## config.mk

```make
export PLATFORM = sky130hd
export DESIGN_NAME = splitcnt
export DESIGN_NICKNAME = d
export VERILOG_FILES = /design/src/rtl/splitcnt_pkg.sv /design/src/rtl/splitcnt_regs.sv /design/src/rtl/splitcnt_core.sv /design/src/rtl/splitcnt_match.sv /design/src/rtl/splitcnt.sv
export SDC_FILE = /design/constraint.sdc
export NUM_CORES = 1
export LEC_CHECK = 0
export BUFFER_PORTS_ARGS = -buffer_cell sky130_fd_sc_hd__buf_2
export CORE_ASPECT_RATIO = 0.8
export CORE_MARGIN = 3
export CORE_UTILIZATION = 40
export CTS_CLUSTER_DIAMETER = 120
export CTS_CLUSTER_SIZE = 25
export DETAILED_ROUTE_END_ITERATION = 10
export GPL_ROUTABILITY_DRIVEN = 0
export SETUP_SLACK_MARGIN = 0.1
export SYNTH_ARGS = -nofsm -noshare
export SYNTH_HDL_FRONTEND = slang
export SYNTH_SLANG_ARGS = --single-unit
export TNS_END_PERCENT = 30
```

## constraint.sdc

```tcl
create_clock -name clk -period 2.23 [get_ports clk]
set_clock_uncertainty 0.05 [all_clocks]
set_input_delay 0.446 -clock clk [delete_from_list [all_inputs] [get_ports clk]]
set_output_delay 0.446 -clock clk [all_outputs]
set_load 0.05 [all_outputs]
```

## src/rtl/splitcnt_pkg.sv

```systemverilog
package splitcnt_pkg;
  typedef enum logic {
    MODE_SPLIT  = 1'b0,
    MODE_JOINED = 1'b1
  } cnt_mode_e;

  typedef enum logic {
    WR_RELOAD = 1'b0,
    WR_LIMIT  = 1'b1
  } wr_kind_e;
endpackage

```

## src/rtl/splitcnt_regs.sv

```systemverilog
module splitcnt_regs
  import splitcnt_pkg::*;
#(
  parameter int HALF_W  = 16,
  parameter int N_MATCH = 4,
  parameter int IDX_W   = 2
) (
  input  logic                            clk,
  input  logic                            rst_n,
  input  logic                            wr_en_i,
  input  logic                            wr_limit_i,
  input  logic                            wr_hi_i,
  input  logic [IDX_W-1:0]                wr_idx_i,
  input  logic [HALF_W-1:0]               wr_data_i,
  output logic [HALF_W-1:0]               lim_lo_o,
  output logic [HALF_W-1:0]               lim_hi_o,
  output logic [N_MATCH-1:0][HALF_W-1:0]  rld_lo_o,
  output logic [N_MATCH-1:0][HALF_W-1:0]  rld_hi_o
);
  wr_kind_e kind;
  assign kind = wr_kind_e'(wr_limit_i);

  always_ff @(posedge clk or negedge rst_n) begin
    if (!rst_n) begin
      lim_lo_o <= '0;
      lim_hi_o <= '0;
    end else if (wr_en_i && kind == WR_LIMIT) begin
      if (wr_hi_i) lim_hi_o <= wr_data_i;
      else         lim_lo_o <= wr_data_i;
    end
  end

  always_ff @(posedge clk or negedge rst_n) begin
    if (!rst_n) begin
      rld_lo_o <= '0;
      rld_hi_o <= '0;
    end else if (wr_en_i && kind == WR_RELOAD) begin
      for (int k = 0; k < N_MATCH; k++) begin
        if (wr_idx_i == IDX_W'(k)) begin
          if (wr_hi_i) rld_hi_o[k] <= wr_data_i;
          else         rld_lo_o[k] <= wr_data_i;
        end
      end
    end
  end
endmodule

```

## src/rtl/splitcnt_core.sv

```systemverilog
module splitcnt_core
  import splitcnt_pkg::*;
#(
  parameter int HALF_W = 16
) (
  input  logic              clk,
  input  logic              rst_n,
  input  logic              clr_i,
  input  logic              unify_i,
  input  logic              en_lo_i,
  input  logic              en_hi_i,
  input  logic [HALF_W-1:0] lim_lo_i,
  input  logic [HALF_W-1:0] lim_hi_i,
  output logic [HALF_W-1:0] cnt_lo_o,
  output logic [HALF_W-1:0] cnt_hi_o,
  output logic              wrap_lo_o,
  output logic              wrap_hi_o,
  output cnt_mode_e         mode_o
);
  localparam int FULL_W = 2 * HALF_W;

  cnt_mode_e          mode_q;
  logic [HALF_W-1:0]  cnt_lo_q, cnt_hi_q;
  logic [FULL_W-1:0]  cnt_full, lim_full, full_next;
  logic               full_at_lim, lo_at_lim, hi_at_lim;
  logic               joined;

  assign joined      = (mode_q == MODE_JOINED);
  assign cnt_full    = {cnt_hi_q, cnt_lo_q};
  assign lim_full    = {lim_hi_i, lim_lo_i};
  assign full_at_lim = (cnt_full == lim_full);
  assign lo_at_lim   = (cnt_lo_q == lim_lo_i);
  assign hi_at_lim   = (cnt_hi_q == lim_hi_i);
  assign full_next   = full_at_lim ? '0 : cnt_full + FULL_W'(1);

  always_comb begin
    if (clr_i) begin
      wrap_lo_o = 1'b0;
      wrap_hi_o = 1'b0;
    end else if (joined) begin
      wrap_lo_o = en_lo_i && full_at_lim;
      wrap_hi_o = en_lo_i && full_at_lim;
    end else begin
      wrap_lo_o = en_lo_i && lo_at_lim;
      wrap_hi_o = en_hi_i && hi_at_lim;
    end
  end

  always_ff @(posedge clk or negedge rst_n) begin
    if (!rst_n) begin
      mode_q <= MODE_SPLIT;
    end else if (clr_i) begin
      mode_q <= cnt_mode_e'(unify_i);
    end
  end

  always_ff @(posedge clk or negedge rst_n) begin
    if (!rst_n) begin
      cnt_lo_q <= '0;
      cnt_hi_q <= '0;
    end else if (clr_i) begin
      cnt_lo_q <= '0;
      cnt_hi_q <= '0;
    end else if (joined) begin
      if (en_lo_i) {cnt_hi_q, cnt_lo_q} <= full_next;
    end else begin
      if (en_lo_i) cnt_lo_q <= lo_at_lim ? '0 : cnt_lo_q + HALF_W'(1);
      if (en_hi_i) cnt_hi_q <= hi_at_lim ? '0 : cnt_hi_q + HALF_W'(1);
    end
  end

  assign cnt_lo_o = cnt_lo_q;
  assign cnt_hi_o = cnt_hi_q;
  assign mode_o   = mode_q;

  // mode only moves on a clear
  a_r9_mode_hold: assert property (@(posedge clk) disable iff (!rst_n)
    !clr_i |=> $stable(mode_q));

  // split low half returns to zero after its limit
  a_r2_lo_wrap: assert property (@(posedge clk) disable iff (!rst_n)
    (!joined && !clr_i && en_lo_i && cnt_lo_q == lim_lo_i) |=> (cnt_lo_q == '0));

  // nothing enabled, nothing moves
  a_r2_idle_hold: assert property (@(posedge clk) disable iff (!rst_n)
    (!clr_i && !en_lo_i && (joined || !en_hi_i)) |=> ($stable(cnt_lo_q) && $stable(cnt_hi_q)));

  // joined low half carries into the high half
  a_r4_carry: assert property (@(posedge clk) disable iff (!rst_n)
    (joined && !clr_i && en_lo_i && !full_at_lim && cnt_lo_q == '1)
      |=> (cnt_lo_q == '0 && cnt_hi_q == $past(cnt_hi_q) + HALF_W'(1)));
endmodule

```

## src/rtl/splitcnt_match.sv

```systemverilog
module splitcnt_match
  import splitcnt_pkg::*;
#(
  parameter int HALF_W  = 16,
  parameter int N_MATCH = 4
) (
  input  logic                           clk,
  input  logic                           rst_n,
  input  cnt_mode_e                      mode_i,
  input  logic                           noreload_lo_i,
  input  logic                           noreload_hi_i,
  input  logic                           wrap_lo_i,
  input  logic                           wrap_hi_i,
  input  logic [N_MATCH-1:0][HALF_W-1:0] rld_lo_i,
  input  logic [N_MATCH-1:0][HALF_W-1:0] rld_hi_i,
  input  logic [HALF_W-1:0]              cnt_lo_i,
  input  logic [HALF_W-1:0]              cnt_hi_i,
  input  logic                           en_lo_i,
  input  logic                           en_hi_i,
  output logic [N_MATCH-1:0]             match_lo_o,
  output logic [N_MATCH-1:0]             match_hi_o
);
  logic [N_MATCH-1:0][HALF_W-1:0] mt_lo_q, mt_hi_q;
  logic joined, load_lo, load_hi, block_hi;

  assign joined   = (mode_i == MODE_JOINED);
  assign block_hi = joined ? noreload_lo_i : noreload_hi_i;
  assign load_lo  = wrap_lo_i && !noreload_lo_i;
  assign load_hi  = wrap_hi_i && !block_hi;

  always_ff @(posedge clk or negedge rst_n) begin
    if (!rst_n) begin
      mt_lo_q <= '0;
      mt_hi_q <= '0;
    end else begin
      if (load_lo) mt_lo_q <= rld_lo_i;
      if (load_hi) mt_hi_q <= rld_hi_i;
    end
  end

  for (genvar k = 0; k < N_MATCH; k++) begin : g_cmp
    always_comb begin
      if (joined) begin
        match_lo_o[k] = en_lo_i && ({cnt_hi_i, cnt_lo_i} == {mt_hi_q[k], mt_lo_q[k]});
        match_hi_o[k] = 1'b0;
      end else begin
        match_lo_o[k] = en_lo_i && (cnt_lo_i == mt_lo_q[k]);
        match_hi_o[k] = en_hi_i && (cnt_hi_i == mt_hi_q[k]);
      end
    end
  end

  // low inhibit freezes the low bank in both modes
  a_r7_lo_frozen: assert property (@(posedge clk) disable iff (!rst_n)
    noreload_lo_i |=> $stable(mt_lo_q));

  // split high inhibit freezes the high bank
  a_r7_hi_frozen: assert property (@(posedge clk) disable iff (!rst_n)
    (!joined && noreload_hi_i) |=> $stable(mt_hi_q));

  // joined low inhibit also freezes the high bank
  a_r8_joined_hi_frozen: assert property (@(posedge clk) disable iff (!rst_n)
    (joined && noreload_lo_i) |=> $stable(mt_hi_q));
endmodule

```

## src/rtl/splitcnt.sv

```systemverilog
module splitcnt
  import splitcnt_pkg::*;
#(
  parameter int HALF_W  = 16,
  parameter int N_MATCH = 4,
  parameter int IDX_W   = (N_MATCH > 1) ? $clog2(N_MATCH) : 1
) (
  input  logic               clk,
  input  logic               rst_n,
  input  logic               clr_i,
  input  logic               unify_i,
  input  logic               noreload_lo_i,
  input  logic               noreload_hi_i,
  input  logic               en_lo_i,
  input  logic               en_hi_i,
  input  logic               wr_en_i,
  input  logic               wr_limit_i,
  input  logic               wr_hi_i,
  input  logic [IDX_W-1:0]   wr_idx_i,
  input  logic [HALF_W-1:0]  wr_data_i,
  output logic [HALF_W-1:0]  cnt_lo_o,
  output logic [HALF_W-1:0]  cnt_hi_o,
  output logic [N_MATCH-1:0] match_lo_o,
  output logic [N_MATCH-1:0] match_hi_o
);
  logic [HALF_W-1:0]              lim_lo, lim_hi;
  logic [N_MATCH-1:0][HALF_W-1:0] rld_lo, rld_hi;
  logic                           wrap_lo, wrap_hi;
  cnt_mode_e                      mode;

  splitcnt_regs #(.HALF_W(HALF_W), .N_MATCH(N_MATCH), .IDX_W(IDX_W)) u_regs (
    .clk        (clk),
    .rst_n      (rst_n),
    .wr_en_i    (wr_en_i),
    .wr_limit_i (wr_limit_i),
    .wr_hi_i    (wr_hi_i),
    .wr_idx_i   (wr_idx_i),
    .wr_data_i  (wr_data_i),
    .lim_lo_o   (lim_lo),
    .lim_hi_o   (lim_hi),
    .rld_lo_o   (rld_lo),
    .rld_hi_o   (rld_hi)
  );

  splitcnt_core #(.HALF_W(HALF_W)) u_core (
    .clk       (clk),
    .rst_n     (rst_n),
    .clr_i     (clr_i),
    .unify_i   (unify_i),
    .en_lo_i   (en_lo_i),
    .en_hi_i   (en_hi_i),
    .lim_lo_i  (lim_lo),
    .lim_hi_i  (lim_hi),
    .cnt_lo_o  (cnt_lo_o),
    .cnt_hi_o  (cnt_hi_o),
    .wrap_lo_o (wrap_lo),
    .wrap_hi_o (wrap_hi),
    .mode_o    (mode)
  );

  splitcnt_match #(.HALF_W(HALF_W), .N_MATCH(N_MATCH)) u_match (
    .clk           (clk),
    .rst_n         (rst_n),
    .mode_i        (mode),
    .noreload_lo_i (noreload_lo_i),
    .noreload_hi_i (noreload_hi_i),
    .wrap_lo_i     (wrap_lo),
    .wrap_hi_i     (wrap_hi),
    .rld_lo_i      (rld_lo),
    .rld_hi_i      (rld_hi),
    .cnt_lo_i      (cnt_lo_o),
    .cnt_hi_i      (cnt_hi_o),
    .en_lo_i       (en_lo_i),
    .en_hi_i       (en_hi_i),
    .match_lo_o    (match_lo_o),
    .match_hi_o    (match_hi_o)
  );
endmodule

```

==> flow_summary.toml, run 1 <==
[yosys]
synth_ff_type = "dfrtp_1"
synth_area_sq_um = 15100
synth_edf_count = 0
yosys_warnings = 0
synth-async-reset-ratio = 1.00
synth.avg_cell_area_sq_um = 13.1
synthDistinctLibCells = 55
ys_top_cells_by_count = "dfrtp_1 (321), mux2_2 (231), xnor2_1 (97)"
ys_seq_area_frac = 0.531
synthesis.nets = 1188
ys_ff_latch = 321
synthCells = 1157
synth_area_leaders = "dfrtp_1 (53%), mux2_2 (17%), mux2_4 (6.0%)"
yosysTopAreaCell = "dfrtp_1"
synth_top_area_share = 0.531
synth_most_common_cell = "dfrtp_1"

[pwr]
power_w = 0.0120
powerDensity_nw_per_um2 = 643
comb_power_share = 0.156
sw_frac_of_total = 0.261
power_switching_w = 0.00313
clkPwrFrac = 0.273
seq_power_share = 0.571
cellLeakagePower_nw = 8.84
internal_power_w = 0.00885
peakVddDrop_uv = 454

[setup_path]
cp-start-kind = "flip-flop"
criticalPathCategory = "flip-flop to primary output"
r2r-start = "u_core.cnt_hi_o[5]$_DFFE_PN0P_"
required_ns = 1.73
cp_slowest_cell = "dfrtp_2"
critical_path_arrival_ns = 2.46
cp-startpoint = "u_core.cnt_lo_o[0]$_DFFE_PN0P_"
critical-path-max-stage-delay_ns = 0.48
path_cells = "buf_8 -> xnor2_2 -> nand4_1 -> nor4_2 -> buf_4 -> nand3_4 -> a21oi_4 -> buf_12"
critPathMaxFanout = 6
cp-end-kind = "primary output"

[floorplanning]
chipHeight_um = 180
io_pins = 69
core_sq_um = 37200
dieWidth_um = 223
rows = 63
initial_utilization = 0.407
design.die.area_sq_um = 40200

[sta]
setup_slack_ns = -0.730
finalHoldViolCount = 0
relSlewSlack = 0.522
fmax_mhz = 338
drv_slew = 0
rsz0062_at_grt = "true"
setup-tns-final_ns = -80.28
final_period_minus_worst_setup_slack_ns = 2.96
period_share = 1.33
finalSetupViolCount = 168
tightestPinTransition_ns = 0.713

[placed_design]
place_ws_ns = -0.458
numPortBuffers = 68
dpl.cell_count = 1760
hpwlAfterDp_mm = 27.9

[finish]
drive_above_1_share = 0.503
layout.nets = 1370
final_util = 0.501
n_antenna_cell = 0
final_cell_count_no_fill = 1831
area_growth_pct = 23.2

[routing]
drc = 0
drt-total-wl_mm = 41.6
wire_per_inst_um = 22.7
via_count = 9998
ant_nets = 0
drt_iter0_drc = 926
drt_pass1_iterations = 5
via_per_inst = 5.46

[cts]
cts_tree = "yes"
worstSkewPairLatency_ns = 0.53
htreeDepth = 1
clk_pin_slew_worst_paths_ns = 0.11
clock-sinks = 321
numCtsBuffers = 16
root_buffer = "clkbuf_16"
clk_path_buf_depth = 3

[flow_run]
cap_violations = 0

[grt]
grt_max_degree = 70
antenna_found_initial = 3
track_usage = 0.207
grt_pass1_vias = 10000
gr-total-overflow = 0
grt_pass1_wl_mm = 63.7

[hold_path]
hold_path.startpoint = "unify_i"
hold_path.class = "primary input to flip-flop"

[status]
status = "finished with violations"
violations = "negative setup slack"
==> power groups by stage <==
| stage | Sequential, W | Clock, W | Combinational [W] |
|---|---|---|---|
| final | 0.00684 | 0.00327 | 0.00187 |
| after global routing | 0.00693 | 0.00360 | 0.00202 |
| after floorplan | 0.00688 | 0 | 0.00110 |
| after detailed placement | 0.00695 | 0 | 0.00174 |
| after CTS | 0.00683 | 0.00338 | 0.00182 |
| after global placement | 0.00692 | 0 | 0.00170 |
==> final timing paths <==
path | slack [ns] | cells past startpoint | end
worst max register to register | -0.69 | 10 | u_match.mt_lo_q[13]$_DFFE_PN0P_
worst max-delay path | -0.73 | 8 | match_lo_o[3]
max in group asynchronous | 0.94 | 3 | u_regs.rld_hi_o[49]$_DFFE_PN0P_
min in group asynchronous | 0.39 | 2 | u_core.cnt_lo_o[10]$_DFFE_PN0P_
worst min register to register | 0.45 | 1 | u_match.mt_lo_q[45]$_DFFE_PN0P_
worst min-delay path | 0.12 | 3 | u_core.mode_o$_DFFE_PN0P_
==> worst max-delay path, delay by kind of cell, from the launching register on <==
| kind | cells | cell delay, ns |
|---|---|---|
| AND/OR/NAND/NOR | 3 | 0.63 |
| AO/OA/AOI/OAI | 1 | 0.19 |
| flip-flops | 1 | 0.48 |
| XOR/XNOR | 1 | 0.12 |
| buffers and inverters | 3 | 0.51 |
==> area by class of cell <==
class	instances	area (sq um)
repair buffers	252	2270
multi-input cells	741	7210
well taps	487	609
clock buffers	22	444
flip-flops and latches	321	8070
clock inverters	1	5.00
fillers	3187	18600
inverters	7	26.3
==> registers in the layout (all words and copies together), names as in the netlist <==
name / cells
u_match.mt_hi_q: 64
u_match.mt_lo_q: 64
u_regs.rld_hi_o: 64
u_regs.rld_lo_o: 64
u_core.cnt_hi_o: 16
u_core.cnt_lo_o: 16
u_regs.lim_hi_o: 16
u_regs.lim_lo_o: 16
u_core.mode_o: 1
==> stage by stage <==
| step | area (sq um) | hold slack, ns |
|---|---|---|
| global placement | 17000 | 0.370 |
| detailed placement | 17000 | 0.373 |
| global route | 18600 | 0.123 |
| CTS | 18300 | 0.0819 |
| finish | 18600 | 0.116 |
| floorplan | 15400 | 0.100 |
==> cell families (layout without fill, tap and decap cells) <==
| family | after synthesis | after routing | share of synthesized area |
|---|---|---|---|
| AND/OR/NAND/NOR | 208 | 209 | 0.0744 |
| flip-flops | 321 | 321 | 0.531 |
| multiplexers | 295 | 295 | 0.234 |
| buffers and inverters | 96 | 282 | 0.0299 |
| adder cells (fa/ha/maj) | 2 | 2 | 0.00165 |
| AO/OA/AOI/OAI | 73 | 73 | 0.0345 |
| XOR/XNOR | 162 | 162 | 0.0943 |
==> layer usage <==
| metal | track usage | wire length [um] | share of wire |
|---|---|---|---|
| met1 | 0.331 | 21100 | 0.51 |
| met2 | 0.302 | 17700 | 0.43 |
| met3 | 0.0328 | 2340 | 0.056 |
| met4 | 0.0271 | 469 | 0.011 |
| met5 | 0 | 0 | 0 |
==> repair_timing <==
| item | 4_1_cts | 5_1_grt |
|---|---|---|
| endpoints found under the setup margin | 166 | 170 |
| hold buffers | 1 | 0 |
| pin swaps | 31 | 30 |
| endpoints found under the hold margin | 45 | 0 |
| cloned | 7 | 0 |
| gates resized for setup | 79 | 65 |
| buffers inserted | 27 | 19 |
==> cells in the final DEF (no fill, tap or decap), types with 9 or more instances in the layout <==
master	n
xnor2_2	15
mux2_4	60
nor4_2	14
xnor2_1	81
nand3b_1	9
nand4_1	37
buf_4	125
xor2_1	56
mux2_2	231
dfrtp_2	32
nand3_1	27
nor4_1	12
dfrtp_1	289
a31oi_1	10
clkbuf_16	17
nand2_1	34
a21oi_1	9
buf_2	57
buf_6	37
nor2_1	29
buf_12	22
Note: power is estimated with default switching activity, not from simulation.
==> run 2, diff against run 1 <==
- BUFFER_PORTS_ARGS: -buffer_cell sky130_fd_sc_hd__buf_2 -> not set
- DONT_BUFFER_PORTS: not set -> 1
==> flow_summary.toml, run 2 (synthesis gave the netlist of run 1 again) <==
[sta]
finalHoldViolCount = 321
tightestPinTransition_ns = 1.05
timing.hold.ws_ns = -0.434
final_period_minus_worst_setup_slack_ns = 2.93
rsz0062_at_grt = "true"
fmax_mhz = 341
period_share = 1.31
relSlewSlack = 0.300
drv_slew = 0
setup_slack_ns = -0.702
setup-tns-final_ns = -66.46
finalSetupViolCount = 163

[finish]
drive_above_1_share = 0.499
area_growth_pct = 25.2
mostFrequentLayoutCell = "dfrtp_1"
final_cell_mix = "dfrtp_1 (289), mux2_2 (231), buf_4 (150), mux2_4 (60), xor2_1 (58)"
nFillCells = 3185
layout.nets = 1349
final_util = 0.509

[setup_path]
cp_top_family = "simple AND/OR/NAND/NOR gates"
cp_slowest_cell = "dfrtp_2"
cp-end-kind = "primary output"
required_ns = 1.73
cp-start-kind = "flip-flop"
ff2ff_path_depth = 8
critical-path-max-stage-delay_ns = 0.44
crit_top_cell = "buf_12"
critical_path_arrival_ns = 2.44
r2r_setup_slack_ns = -0.60
path_cells = "buf_12 -> xnor2_1 -> nand3_2 -> nor4_2 -> buf_4 -> nand3_4 -> a21oi_4 -> buf_12"
criticalPathCategory = "flip-flop to primary output"
r2r_end = "u_match.mt_lo_q[22]$_DFFE_PN0P_"
r2r-start = "u_core.cnt_hi_o[5]$_DFFE_PN0P_"
path_buf_inv = 3
critPathMaxFanout = 6

[routing]
drt_pass1_iterations = 5
drt-total-wl_mm = 43.8
ant_nets = 0
wire_per_inst_um = 24.2
drc = 0
drt_iter0_drc = 836
via_count = 10100
via_per_inst = 5.57

[pwr]
peakVddDrop_uv = 453
cellLeakagePower_nw = 8.82
powerDensity_nw_per_um2 = 629

[grt]
grt_pass1_wl_mm = 63.8
grt_pass1_vias = 9850
track_usage = 0.208
gr-total-overflow = 0
grt_max_degree = 322
antenna_found_initial = 3

[cts]
clock-sinks = 321
cts_tree = "yes"
clk_path_buf_depth = 3
htreeDepth = 1
root_buffer = "clkbuf_16"
numCtsBuffers = 16
clk_pin_slew_worst_paths_ns = 0.11
worstSkewPairLatency_ns = 0.53

[floorplanning]
io_pins = 69
core_sq_um = 37200
design.die.area_sq_um = 40200
rows = 63
chipHeight_um = 180
initial_utilization = 0.407
dieWidth_um = 223

[status]
violations = "negative hold slack, negative setup slack"
status = "finished with violations"

[hold_path]
hold_path.class = "primary input to asynchronous set/reset pin"

[placed_design]
numPortBuffers = 0
hpwlAfterDp_mm = 26.9

[flow_run]
cap_violations = 0
-- run 2: cell types whose count changed in the layout (fill, tap and decap cells not counted), sizes merged --
cell	change
buf	-44
clkbuf	+4
diode	+1
dlygate4sd3	+17
bufinv	+1
-- run 2: worst max-delay path by stage --
stage                                     from                         endpoint  cells after the start
3_5_place_dp   u_core.cnt_hi_o[15]$_DFFE_PN0P_  u_match.mt_lo_q[36]$_DFFE_PN0P_                      7
6_report        u_core.cnt_lo_o[7]$_DFFE_PN0P_                    match_lo_o[0]                      8
4_1_cts        u_core.cnt_lo_o[13]$_DFFE_PN0P_                    match_lo_o[0]                      8
5_1_grt        u_core.cnt_lo_o[13]$_DFFE_PN0P_                    match_lo_o[3]                      8
2_1_floorplan  u_core.cnt_hi_o[10]$_DFFE_PN0P_   u_match.mt_lo_q[0]$_DFFE_PN0P_                      9
3_3_place_gp   u_core.cnt_lo_o[11]$_DFFE_PN0P_                    match_lo_o[0]                      8
-- run 2: area by class of cell --
| class | instances | area [sq um] | area share |
|---|---|---|---|
| Antenna cell | 1 | 2.50 | 0.000132 |
| Clock buffer | 20 | 415 | 0.0219 |
| Clock inverter | 2 | 46.3 | 0.00244 |
| Timing Repair Buffer | 231 | 2350 | 0.124 |
| Inverter | 7 | 26.3 | 0.00139 |
| Multi-Input combinational cell | 741 | 7410 | 0.391 |
| Sequential cell | 321 | 8070 | 0.426 |
| Tap cell | 487 | 609 | 0.0322 |
-- run 2: worst register-to-register path: stages (launching register included) --
cell	delay, ns
dfrtp_2	0.44
buf_6	0.13
xnor2_2	0.13
nand4_1	0.24
o41ai_4	0.47
nand2_2	0.18
or3_4	0.54
clkbuf_16	0.24
mux2_4	0.30
-- run 2: routing by layer --
layer	vias up	global-route usage	wire, um
li1	4418	-	-
met1	5338	0.326	21300
met2	281	0.306	18800
met3	42	0.0356	2860
met4	0	0.0366	760
met5	-	0	0
-- run 2: power breakdown --
part	total [W]	internal, W	switching (W)	leakage (nW)
Sequential	0.00684	0.00648	0.000356	4.14
Combinational	0.00169	0.000979	0.000714	4.45
Clock	0.00339	0.00146	0.00193	0.223
-- run 2: per-stage QoR --
step / hold slack (ns) / cell area (sq um) / total power, W / std cells / setup WS [ns]
after CTS: -0.445 / 18200 / 0.0119 / 1783 / -0.693
after detailed placement: 0.117 / 16900 / 0.00845 / 1712 / -0.339
after floorplan: 0.100 / 15400 / 0.00798 / 1157 / -0.396
after global placement: 0.119 / 16900 / 0.00838 / 1712 / -0.362
after global routing: -0.453 / 18900 / 0.0124 / 1809 / -0.767
final: -0.434 / 18900 / 0.0119 / 1810 / -0.702
-- run 2: what timing repair did --
item,4_1_cts,5_1_grt
buffers inserted,32,16
resized for setup,78,65
cloned,0,9
pin swaps,53,36
setup endpoints to repair,164,168
hold buffers,17,1
hold endpoints to repair,354,322
